$ cat src/rtl/ort_pkg.sv
package ort_pkg;
    typedef enum logic [2:0] {
        A_CTRL    = 3'd0,
        A_THR     = 3'd1,
        A_SUM_LO  = 3'd2,
        A_SUM_HI  = 3'd3,
        A_BUSY_LO = 3'd4,
        A_BUSY_HI = 3'd5,
        A_SAT_LO  = 3'd6,
        A_SAT_HI  = 3'd7
    } ort_addr_e;

    typedef enum logic {
        ST_RUN    = 1'b0,
        ST_FROZEN = 1'b1
    } ort_state_e;

    localparam int CTL_FREEZE_BIT = 0;
    localparam int CTL_CLR_BIT    = 1;
    localparam int CTL_ERRCLR_BIT = 2;
    localparam int CTL_OCC_LSB    = 8;
endpackage

$ cat src/rtl/ort_occ_tracker.sv
module ort_occ_tracker #(
    parameter int MAX_REQ = 40,
    parameter int OCC_W   = $clog2(MAX_REQ + 1)
) (
    input  logic             clk,
    input  logic             rst_n,
    input  logic             alloc_i,
    input  logic             ret_i,
    input  logic             err_clr_i,
    output logic [OCC_W-1:0] occ_o,
    output logic             err_o
);
    localparam logic [OCC_W-1:0] OCC_MAX = OCC_W'(MAX_REQ);

    logic at_max, at_zero, bad_alloc, bad_ret;

    assign at_max    = (occ_o == OCC_MAX);
    assign at_zero   = (occ_o == '0);
    assign bad_alloc = alloc_i && !ret_i && at_max;
    assign bad_ret   = ret_i && !alloc_i && at_zero;

    always_ff @(posedge clk or negedge rst_n) begin
        if (!rst_n) begin
            occ_o <= '0;
        end else if (alloc_i && !ret_i && !at_max) begin
            occ_o <= occ_o + 1'b1;
        end else if (ret_i && !alloc_i && !at_zero) begin
            occ_o <= occ_o - 1'b1;
        end
    end

    always_ff @(posedge clk or negedge rst_n) begin
        if (!rst_n) begin
            err_o <= 1'b0;
        end else if (bad_alloc || bad_ret) begin
            err_o <= 1'b1;
        end else if (err_clr_i) begin
            err_o <= 1'b0;
        end
    end

    assert_occ_bound_R3: assert property (@(posedge clk) disable iff (!rst_n)
        occ_o <= OCC_MAX);
    assert_err_on_illegal_R3: assert property (@(posedge clk) disable iff (!rst_n)
        (ret_i && !alloc_i && occ_o == '0) |=> (err_o && occ_o == '0));
    assert_pair_holds_R2: assert property (@(posedge clk) disable iff (!rst_n)
        (alloc_i && ret_i) |=> $stable(occ_o));
endmodule

$ cat src/rtl/ort_accum.sv
module ort_accum #(
    parameter int CNT_W = 48,
    parameter int INC_W = 6
) (
    input  logic             clk,
    input  logic             rst_n,
    input  logic             en_i,
    input  logic             clr_i,
    input  logic [INC_W-1:0] inc_i,
    output logic [CNT_W-1:0] cnt_o
);
    always_ff @(posedge clk or negedge rst_n) begin
        if (!rst_n) begin
            cnt_o <= '0;
        end else if (clr_i) begin
            cnt_o <= '0;
        end else if (en_i) begin
            cnt_o <= cnt_o + CNT_W'(inc_i);
        end
    end

    assert_frozen_hold_R7: assert property (@(posedge clk) disable iff (!rst_n)
        (!en_i && !clr_i) |=> $stable(cnt_o));
    assert_clear_zero_R8: assert property (@(posedge clk) disable iff (!rst_n)
        clr_i |=> (cnt_o == '0));
endmodule

$ cat src/rtl/ort_ctrl.sv
module ort_ctrl
    import ort_pkg::*;
#(
    parameter int OCC_W   = 6,
    parameter int THR_RST = 28
) (
    input  logic             clk,
    input  logic             rst_n,
    input  logic             wr_i,
    input  logic [2:0]       addr_i,
    input  logic [31:0]      wdata_i,
    output logic             count_en_o,
    output logic             frozen_o,
    output logic             cnt_clr_o,
    output logic             err_clr_o,
    output logic [OCC_W-1:0] thr_o
);
    ort_state_e state_q, state_d;
    logic       ctl_wr;

    assign ctl_wr = wr_i && (addr_i == A_CTRL);

    always_comb begin
        state_d = state_q;
        unique case (state_q)
            ST_RUN:    if (ctl_wr && wdata_i[CTL_FREEZE_BIT])  state_d = ST_FROZEN;
            ST_FROZEN: if (ctl_wr && !wdata_i[CTL_FREEZE_BIT]) state_d = ST_RUN;
        endcase
    end

    always_ff @(posedge clk or negedge rst_n) begin
        if (!rst_n) state_q <= ST_RUN;
        else        state_q <= state_d;
    end

    always_comb begin
        count_en_o = 1'b0;
        frozen_o   = 1'b0;
        unique case (state_q)
            ST_RUN:    count_en_o = 1'b1;
            ST_FROZEN: frozen_o   = 1'b1;
        endcase
        cnt_clr_o = ctl_wr && wdata_i[CTL_CLR_BIT];
        err_clr_o = ctl_wr && wdata_i[CTL_ERRCLR_BIT];
    end

    always_ff @(posedge clk or negedge rst_n) begin
        if (!rst_n) begin
            thr_o <= OCC_W'(THR_RST);
        end else if (wr_i && addr_i == A_THR) begin
            thr_o <= wdata_i[OCC_W-1:0];
        end
    end

    assert_state_write_only_R7: assert property (@(posedge clk) disable iff (!rst_n)
        !ctl_wr |=> $stable(state_q));
    assert_freeze_entry_R7: assert property (@(posedge clk) disable iff (!rst_n)
        (ctl_wr && wdata_i[CTL_FREEZE_BIT]) |=> frozen_o);
endmodule

$ cat src/rtl/ort_top.sv
module ort_top
    import ort_pkg::*;
#(
    parameter int MAX_REQ = 40,
    parameter int CNT_W   = 48,
    parameter int THR_PCT = 70
) (
    input  logic        clk,
    input  logic        rst_n,
    input  logic        req_alloc_i,
    input  logic        req_ret_i,
    input  logic        cfg_wr_i,
    input  logic [2:0]  cfg_addr_i,
    input  logic [31:0] cfg_wdata_i,
    output logic [31:0] cfg_rdata_o
);
    localparam int OCC_W   = $clog2(MAX_REQ + 1);
    localparam int THR_RST = (MAX_REQ * THR_PCT) / 100;
    localparam int N_ACC   = 3;

    logic [OCC_W-1:0] occ, thr;
    logic             err, count_en, frozen, cnt_clr, err_clr;
    logic [OCC_W-1:0] inc_a [N_ACC];
    logic [CNT_W-1:0] cnt_a [N_ACC];

    ort_occ_tracker #(.MAX_REQ(MAX_REQ), .OCC_W(OCC_W)) u_trk (
        .clk(clk), .rst_n(rst_n), .alloc_i(req_alloc_i), .ret_i(req_ret_i),
        .err_clr_i(err_clr), .occ_o(occ), .err_o(err)
    );

    ort_ctrl #(.OCC_W(OCC_W), .THR_RST(THR_RST)) u_ctl (
        .clk(clk), .rst_n(rst_n), .wr_i(cfg_wr_i), .addr_i(cfg_addr_i),
        .wdata_i(cfg_wdata_i), .count_en_o(count_en), .frozen_o(frozen),
        .cnt_clr_o(cnt_clr), .err_clr_o(err_clr), .thr_o(thr)
    );

    assign inc_a[0] = occ;
    assign inc_a[1] = OCC_W'(occ != '0);
    assign inc_a[2] = OCC_W'(occ >= thr);

    for (genvar g = 0; g < N_ACC; g++) begin : g_acc
        ort_accum #(.CNT_W(CNT_W), .INC_W(OCC_W)) u_acc (
            .clk(clk), .rst_n(rst_n), .en_i(count_en), .clr_i(cnt_clr),
            .inc_i(inc_a[g]), .cnt_o(cnt_a[g])
        );
    end

    logic [63:0] sel_wide;
    logic [1:0]  sel_idx;

    always_comb begin
        sel_idx  = cfg_addr_i[2:1] - 2'd1;
        sel_wide = '0;
        if (cfg_addr_i[2:1] != 2'd0) sel_wide = 64'(cnt_a[sel_idx]);
        cfg_rdata_o = '0;
        unique case (cfg_addr_i)
            A_CTRL: begin
                cfg_rdata_o[CTL_FREEZE_BIT] = frozen;
                cfg_rdata_o[CTL_CLR_BIT]    = err;
                cfg_rdata_o[CTL_OCC_LSB +: OCC_W] = occ;
            end
            A_THR:                           cfg_rdata_o[OCC_W-1:0] = thr;
            A_SUM_LO, A_BUSY_LO, A_SAT_LO:   cfg_rdata_o = sel_wide[31:0];
            A_SUM_HI, A_BUSY_HI, A_SAT_HI:   cfg_rdata_o = sel_wide[63:32];
            default:                         cfg_rdata_o = '0;
        endcase
    end

    assert_sat_implies_busy_R6: assert property (@(posedge clk) disable iff (!rst_n)
        (count_en && !cnt_clr && occ != '0 && occ >= thr) |=> (cnt_a[1] == $past(cnt_a[1]) + 1'b1));
endmodule

$ cat config.mk
export PLATFORM = sky130hd
export DESIGN_NAME = ort_top
export DESIGN_NICKNAME = d
export VERILOG_FILES = /design/src/rtl/ort_pkg.sv /design/src/rtl/ort_occ_tracker.sv /design/src/rtl/ort_accum.sv /design/src/rtl/ort_ctrl.sv /design/src/rtl/ort_top.sv
export SDC_FILE = /design/constraint.sdc
export NUM_CORES = 1
export LEC_CHECK = 0
export CORE_MARGIN = 2
export CORE_UTILIZATION = 54
export DETAILED_ROUTE_END_ITERATION = 10
export PLACE_DENSITY = 0.77
export SYNTH_ARGS = -nofsm -noshare
export SYNTH_HDL_FRONTEND = slang
export SYNTH_SLANG_ARGS = --single-unit
$ cat constraint.sdc
create_clock -name clk -period 4.6 [get_ports clk]
set_clock_uncertainty 0.05 [all_clocks]
set_input_delay 0.92 -clock clk [delete_from_list [all_inputs] [get_ports clk]]
set_output_delay 0.92 -clock clk [all_outputs]
set_load 0.05 [all_outputs]
==> key figures, run 1 <==
Finish
  – Share of cells above drive strength 1: 0.1229
  – Area growth, synth to finish: 16.94%
  – # diodes: 0
  – Fillers: 1477
  – Register area: 0.003958 sq mm
  – Area of the multi-input gates: 0.005821 sq mm
  – Non-filler cells, final: 1417
  – Nets: 1238
  – Cell area after layout: 0.01177 sq mm
  – Final Util: 0.6487

Clocking
  – Clk buf depth: 2
  – Clock sink count: 158
  – Cts hold-fix bufs: 0
  – Total CTS buffers: 17
  – Clk Latency, worst-skew pair: 430 ps
  – CTS tree: done
  – CTS clk-pin slew, worst paths: 60 ps
  – CTS Root Cell: clkbuf_16
  – CTS HTree Levels: 4

Die
  – Die width: 140.5 microns
  – Area of the die: 0.01975 sq mm
  – Starting density of the core: 0.5547
  – Ports: 72
  – Core area: 0.01815 sq mm
  – Site row count: 49
  – Die Y: 140.5 microns

Timing
  – Final worst-path cycle share: 0.9321
  – Worst Tran Pin Value: 966.5 ps
  – Min Tclk post-route: 4288 ps
  – Endpoints failing hold: 0
  – Worst rel slew slack: 0.3557
  – Endpoints failing setup: 0
  – Slew Viols, Final: 0
  – Unrepaired setup endpoints after global routing: false
  – Fmax: 233.2 MHz

Routing
  – WL per Instance: 19.62 microns
  – Iter 0 DRT Violations: 1153
  – Vias/cell: 6.498
  – Detailed-route via count: 9207
  – Final wirelength: 27810 microns
  – Post-route ant nets: 0
  – DRC viols: 0
  – DR pass1 iterations: 5

Logic synthesis
  – Share of Yosys cell area claimed by the top area cell type: 0.3853
  – Syn_area_per_cell: 8.731 sq um
  – Sequential share of the synthesized area: 0.3931
  – Synthesized Nets: 1216
  – Ys async rst share: 1.000
  – Post-synth EDFFs: 0
  – Yosys cell types: 59
  – Synth area leader: dfrtp_1
  – Yosys reg bits: 158
  – Most used flip-flop cell after synthesis: dfrtp_1
  – Yosys Warn Count: 0
  – Area contributors post-synth: dfrtp_1 39%, a21oi_1 5.4%, nor2_1 4.9%, mux2i_1 4.3%, or4_1 3.7%
  – Mapped Cells: 1153
  – Syn Std Cell Area: 0.01007 sq mm

Global route
  – First-pass GRT wire length: 45120 microns
  – Global Route Usage Sum: 0.2868
  – Antenna violations before repair: 0
  – Total gr overflow: 0
  – Vias in the first global route: 8563
  – Largest net degree at the start of global routing: 102

Worst setup path
  – Worst r2r src: u_trk.occ_o[0]
  – Startpoint Class: primary input
  – Critical path arrival: 3320 ps
  – Worst R2R Setup Slack: 770 ps
  – Critical Path End Type: output port
  – Crit path kind: primary input to output port
  – Critical path data required time: 3630 ps
  – Worst Setup EP: cfg_rdata_o[11]
  – R2R cell count: 13
  – Crit Path Max Fanout: 19
  – Worst Setup SP: cfg_addr_i[1]
  – FF-to-FF End: g_acc[2].u_acc.cnt_o[47]

Power
  – Max IR drop VDD: 0.2813 mV
  – Leakage power: 4.799 nW
  – PD cells: 409.4 mW/mm^2

Hold path
  – Worst Hold Launch: u_trk.err_o
  – Hold crit path type: register to register

Place
  – Dpl hpwl: 19330 microns
  – Placed Instance Area: 0.01113 sq mm
  – # port buffers: 45
  – GP Congestion: 0.9114
  – Placed cells: 1385

Run
  – Maxcap violations: 0

Outcome
  – Status: complete, no violations
==> cells by family (layout without fill, tap and decap cells) <==
family	count (synthesis)	in the layout	share of synthesized area
adder cells (fa/ha/maj)	23	23	0.03008
AO/OA/AOI/OAI	259	259	0.1614
AND/OR/NAND/NOR	490	490	0.2563
multiplexers	65	65	0.07184
flip-flops	158	158	0.3931
buffers and inverters	103	138	0.03940
XOR/XNOR	55	55	0.04785
==> Yosys cell counts (all sizes together) (3+ instances only) <==
| master | number |
|---|---|
| mux2i | 43 |
| a22oi | 4 |
| nor4b | 5 |
| or2 | 7 |
| dfrtp | 155 |
| nand2b | 14 |
| inv | 32 |
| a31oi | 3 |
| xnor2 | 37 |
| ha | 21 |
| nor4 | 16 |
| nand2 | 86 |
| nand3 | 53 |
| and4 | 12 |
| a22o | 12 |
| nor2 | 131 |
| and2 | 10 |
| a21oi | 109 |
| mux4 | 4 |
| a21boi | 3 |
| nor3b | 4 |
| o31ai | 38 |
| buf | 11 |
| o211ai | 13 |
| xor2 | 18 |
| clkbuf | 60 |
| or3 | 26 |
| and3 | 12 |
| o21ai | 35 |
| nor2b | 7 |
| dfstp | 3 |
| nor3 | 19 |
| or4 | 51 |
| a211oi | 4 |
| a21o | 10 |
| o31a | 3 |
| mux2 | 18 |
| a221oi | 12 |
| nand4 | 32 |
==> per-layer routing <==
metal / track usage / share of wire
met3: 0.06530 / 0.074
met4: 0.09000 / 0.026
met1: 0.4108 / 0.44
met2: 0.4358 / 0.46
met5: 0 / 0
==> power breakdown <==
group          leakage (nW)  switching [W]  internal, W
sequential             2.13       0.000274      0.00156
combinational          2.36       0.000824     0.000623
clock                 0.304       0.000585     0.000953
total                  4.80        0.00168      0.00314
==> how the worst min path moves through the flow <==
| stage | cells past startpoint | end | slack, ps |
|---|---|---|---|
| after floorplan | 1 | u_trk.err_o | 420 |
| final | 1 | u_trk.err_o | 480 |
| after CTS | 1 | u_trk.err_o | 480 |
| after global placement | 2 | u_ctl.thr_o[2] | 450 |
| after global routing | 2 | u_ctl.thr_o[2] | 500 |
| after detailed placement | 1 | u_trk.err_o | 460 |
==> layout by cell type (no fill, tap or decap), types with 7 or more instances in the layout <==
cell / n
a21o_1: 10
a21oi_1: 109
a221oi_1: 12
a22o_1: 12
and2_1: 9
and3_1: 12
and4_1: 12
buf_12: 29
buf_4: 32
clkbuf_16: 17
clkdlybuf4s50_1: 12
dfrtp_1: 155
ha_1: 20
inv_1: 32
mux2_2: 18
mux2i_1: 43
nand2_1: 86
nand2b_1: 14
nand3_1: 53
nand4_1: 31
nor2_1: 115
nor2_4: 10
nor3_1: 19
nor4_1: 16
o211ai_1: 13
o21ai_0: 34
o31ai_1: 38
or2_2: 7
or3_1: 26
or4_1: 50
xnor2_1: 37
xor2_1: 18
==> metrics by stage <==
step	setup TNS [ps]	setup WS [ps]	hold slack, ps	total power, W
after global placement	0	133.7	453.2	0.003198
after detailed placement	0	147.3	462.8	0.003262
final	0	312.5	480.3	0.004820
after global routing	0	193.3	497.9	0.005065
after floorplan	-116.1	-11.85	416.2	0.002780
after CTS	0	148.1	478.7	0.004809
==> flip-flops by register name, indices dropped and copies added, names as in the netlist, named ones only <==
signal and flops:
g_acc.u_acc.cnt_o 144, u_ctl.thr_o 6, u_trk.occ_o 6, u_trk.err_o 1
==> timing repair <==
item,4_1_cts,5_1_grt
setup endpoints to repair,0,3
resized for setup,0,1
buffers inserted,0,0
endpoints found under the hold margin,0,0
==> cell type report <==
class                   count  share of cell area
multi-input cells         892              0.4944
clock buffers              23             0.04060
repair buffers             74             0.08088
clock inverters             9             0.01339
well taps                 229             0.02434
inverters                  32             0.01020
flip-flops and latches    158              0.3362
==> worst max-delay path, cell delays in order <==
cell and delay (ps):
clkdlybuf4s50_1 500, inv_1 90, ha_4 450, buf_4 210, mux2i_1 370, nor2_1 100
a21oi_1 150, a21oi_1 110, a22o_1 250, buf_12 160
Power figures use the tool's default switching activity.
==> run 2: changes to the inputs <==
ABC_AREA = 1   (was not set)
CORE_UTILIZATION = 55   (was 54)
PLACE_DENSITY = 0.78   (was 0.77)
==> key figures, run 2 <==
Logic synthesis
  – Ys async rst share: 1.000 (unchanged)
  – Yosys reg bits: 158 (unchanged)
  – Yosys cell types: 46 (was 59)
  – Synth area leader: dfrtp_1 (unchanged)
  – Yosys Warn Count: 0 (unchanged)
  – Synthesized Nets: 1858 (was 1216)
  – Syn_area_per_cell: 6.444 sq um (was 8.731 sq um)
  – Area contributors post-synth: dfrtp_1 34%, nand2_1 14%, nor2_1 9.0%, inv_1 8.5%, nand3_1 5.4% (was dfrtp_1 39%, a21oi_1 5.4%, nor2_1 4.9%, mux2i_1 4.3%, or4_1 3.7%)
  – Cell with the most instances after synthesis: nand2_1 (was dfrtp_1)
  – Most used flip-flop cell after synthesis: dfrtp_1 (unchanged)
  – Sequential share of the synthesized area: 0.3422 (was 0.3931)
  – Syn Std Cell Area: 0.01157 sq mm (was 0.01007 sq mm)
  – Mapped Cells: 1795 (was 1153)
  – Post-synth EDFFs: 0 (unchanged)
  – Share of Yosys cell area claimed by the top area cell type: 0.3354 (was 0.3853)
  – Commonest cells post-synth: 421 x nand2_1, 277 x nor2_1, 263 x inv_1 (was 155 x dfrtp_1, 131 x nor2_1, 109 x a21oi_1)

Timing
  – Endpoints failing hold: 0 (unchanged)
  – Fmax: 225.7 MHz (was 233.2 MHz)
  – Setup TNS: 0 ps (unchanged)
  – Min Tclk post-route: 4431 ps (was 4288 ps)
  – Setup ws final: 169.0 ps (was 312.5 ps)
  – Unrepaired setup endpoints after global routing: false (unchanged)
  – Slew Viols, Final: 0 (unchanged)
  – Final worst-path cycle share: 0.9633 (was 0.9321)
  – Worst rel slew slack: 0.4806 (was 0.3557)
  – Worst Tran Pin Value: 779.2 ps (was 966.5 ps)
  – Endpoints failing setup: 0 (unchanged)

Worst setup path
  – Crit Path Max Fanout: 15 (was 19)
  – WP depth: 8 (was 10)
  – Worst Setup SP: cfg_addr_i[1] (unchanged)
  – Critical path data required time: 3630 ps (about the same)
  – Critical Path End Type: output port (unchanged)
  – Crit path largest cell delay: 590 ps (was 500 ps)
  – Worst R2R Setup Slack: 1390 ps (was 770 ps)
  – Largest delay share family, worst path: compound AO/OA/AOI/OAI gates (was buffers and inverters)
  – FF-to-FF End: g_acc[2].u_acc.cnt_o[46] (was g_acc[2].u_acc.cnt_o[47])
  – Startpoint Class: primary input (unchanged)
  – R2R cell count: 15 (was 13)
  – CP max-delay cell: o22ai_1 (was clkdlybuf4s50_1)
  – Critical path arrival: 3460 ps (was 3320 ps)
  – Worst r2r src: u_ctl.thr_o[4] (was u_trk.occ_o[0])
  – Buf/Inv on CP: 3 (was 4)
  – Crit path cell chain: clkdlybuf4s50_1 -> clkinv_1 -> ha_1 -> nand2_1 -> o22ai_1 -> a21oi_1 -> o221ai_1 -> buf_12 (was clkdlybuf4s50_1 -> inv_1 -> ha_4 -> buf_4 -> mux2i_1 -> nor2_1 -> a21oi_1 -> a21oi_1 -> a22o_1 -> buf_12)
  – Worst Setup EP: cfg_rdata_o[4] (was cfg_rdata_o[11])
  – Crit path kind: primary input to output port (unchanged)

Finish
  – Share of cells above drive strength 1: 0.06887 (was 0.1229)
  – Largest register by flop count: g_acc.u_acc.cnt_o (unchanged)
  – # diodes: 0 (unchanged)
  – Max reg flops: 144 (unchanged)
  – Area growth, synth to finish: 14.50% (was 16.94%)
  – Most common cell after layout, fill and taps aside: nand2_1 (was dfrtp_1)
  – Largest regs: g_acc.u_acc.cnt_o (144), u_ctl.thr_o (6), u_trk.occ_o (6) (unchanged)
  – Most frequent cells in the layout: 421 x nand2_1, 277 x nor2_1, 263 x inv_1, 155 x dfrtp_1, 124 x nand3_1 (was 155 x dfrtp_1, 115 x nor2_1, 109 x a21oi_1, 86 x nand2_1, 53 x nand3_1)
  – Fillers: 1928 (was 1477)
  – Nets: 1895 (was 1238)

Place
  – # port buffers: 45 (unchanged)
  – Dpl hpwl: 30350 microns (was 19330 microns)
  – GP Congestion: 0.9949 (was 0.9114)
  – Worst slack, placed: 281.0 ps (was 147.3 ps)

Clocking
  – Clk Latency, worst-skew pair: 440 ps (was 430 ps)
  – Total CTS buffers: 17 (unchanged)
  – Cts hold-fix bufs: 0 (unchanged)
  – Post_cts resized: 0 (unchanged)
  – CTS HTree Levels: 4 (unchanged)
  – CTS Root Cell: clkbuf_16 (unchanged)
  – Clk buf depth: 2 (unchanged)
  – CTS tree: done (unchanged)
  – CTS clk-pin slew, worst paths: 70 ps (was 60 ps)
  – Clock sink count: 158 (unchanged)
  – Total setup buffers inserted after CTS: 0 (unchanged)

Routing
  – Iter 0 DRT Violations: 1392 (was 1153)
  – WL per Instance: 18.90 microns (was 19.62 microns)
  – Vias/cell: 5.859 (was 6.498)
  – DRC viols: 0 (unchanged)
  – Final wirelength: 40050 microns (was 27810 microns)
  – DR pass1 iterations: 7 (was 5)
  – Post-route ant nets: 0 (unchanged)
  – Detailed-route via count: 12420 (was 9207)

Power
  – Internal power: 0.002933 W (was 0.003136 W)
  – Switching pwr: 0.001855 W (was 0.001683 W)
  – Power share of the clock group: 0.303 (was 0.319)
  – Leakage power: 5.927 nW (was 4.799 nW)
  – PD cells: 361.5 mW/mm^2 (was 409.4 mW/mm^2)
  – Combinational share of power: 0.327 (was 0.300)
  – Flop pwr share: 0.370 (was 0.380)
  – Max IR drop VDD: 0.2403 mV (was 0.2813 mV)
  – Sw frac: 0.3875 (was 0.3493)

Die
  – Ports: 72 (unchanged)
  – Area of the die: 0.02221 sq mm (was 0.01975 sq mm)
  – Die width: 149.0 microns (was 140.5 microns)
  – Starting density of the core: 0.5555 (was 0.5547)
  – Core area: 0.02082 sq mm (was 0.01815 sq mm)
  – Site row count: 53 (was 49)
  – Die Y: 149.0 microns (was 140.5 microns)

Outcome
  – Status: complete, no violations (unchanged)

Hold path
  – Hold crit path type: primary input to asynchronous set/reset pin (was register to register)

Global route
  – Antenna violations before repair: 0 (unchanged)
  – Global Route Usage Sum: 0.3685 (was 0.2868)
  – First-pass GRT wire length: 62330 microns (was 45120 microns)
  – Vias in the first global route: 11460 (was 8563)
  – Total gr overflow: 0 (unchanged)
  – Largest net degree at the start of global routing: 133 (was 102)

Run
  – Maxcap violations: 0 (unchanged)
[run 2: power groups by stage]
stage / sequential (W) / combinational, W / clock, W
finish: 0.00177 / 0.00156 / 0.00145
detailed placement: 0.00179 / 0.00153 / 0
global placement: 0.00178 / 0.00148 / 0
global route: 0.00179 / 0.00171 / 0.00150
floorplan: 0.00172 / 0.00107 / 0
CTS: 0.00176 / 0.00154 / 0.00145
[run 2: stage by stage]
stage | total power [W] | util | std cells | cell area, sq um | hold WS [ps]
after global placement | 0.003259 | 0.6079 | 2088 | 12660 | 428.8
after detailed placement | 0.003314 | 0.6079 | 2088 | 12660 | 433.2
final | 0.004787 | 0.6360 | 2119 | 13240 | 441.3
after global routing | 0.005010 | 0.6360 | 2119 | 13240 | 494.1
after CTS | 0.004746 | 0.6360 | 2119 | 13240 | 442.6
after floorplan | 0.002790 | - | 1795 | 11570 | 419.8
[run 2: kinds of logic (layout without fill, tap and decap cells)]
kind of cell,Yosys count,in the layout,share of synthesized area
AOI/OAI and AO/OA,282,282,0.1365
xor gates and xnor gates,9,9,0.006815
adders and majority gates,23,23,0.02618
buffers and inverters,313,362,0.1044
DFF,158,158,0.3422
and+or+nand+nor,1010,1010,0.3839
[run 2: how the worst min path moves through the flow]
stage | startpoint | end | slack (ps)
2_1_floorplan | u_ctl.thr_o[2] | u_ctl.thr_o[2] | 420
3_3_place_gp | u_ctl.thr_o[2] | u_ctl.thr_o[2] | 430
3_5_place_dp | u_ctl.thr_o[2] | u_ctl.thr_o[2] | 430
4_1_cts | u_ctl.thr_o[2] | u_ctl.thr_o[2] | 440
5_1_grt | rst_n | g_acc[0].u_acc.cnt_o[23] | 490
6_report | rst_n | g_acc[0].u_acc.cnt_o[33] | 440
[run 2: area by class of cell]
class	count	area, sq um	area share
clock buffer	22	474.2	0.03581
multi-input combinational	1324	6410	0.4840
clock inverter	9	111.4	0.008409
timing repair buffer	65	947.2	0.07152
inverter	266	998.5	0.07540
tap	275	344.1	0.02598
sequential	158	3958	0.2988
[run 2: worst reg2reg max path: stages (launching register included)]
cell	delay (ps)
dfstp_2	520
inv_1	70
ha_1	290
nand2_1	70
inv_1	80
nand4_1	100
o2111ai_1	140
ha_1	310
ha_1	280
nand3_2	140
nor2_4	190
nand4_1	180
nor2_4	280
nand3_1	160
o21ai_0	180
nor2_1	60
[run 2: per-layer routing]
layer	global-route usage	routed length, microns	vias to the layer above
met5	0	0	-
met4	0.1786	1865	0
met3	0.05627	3528	106
met2	0.5691	17850	593
met1	0.5075	16810	5764
li1	-	-	5953
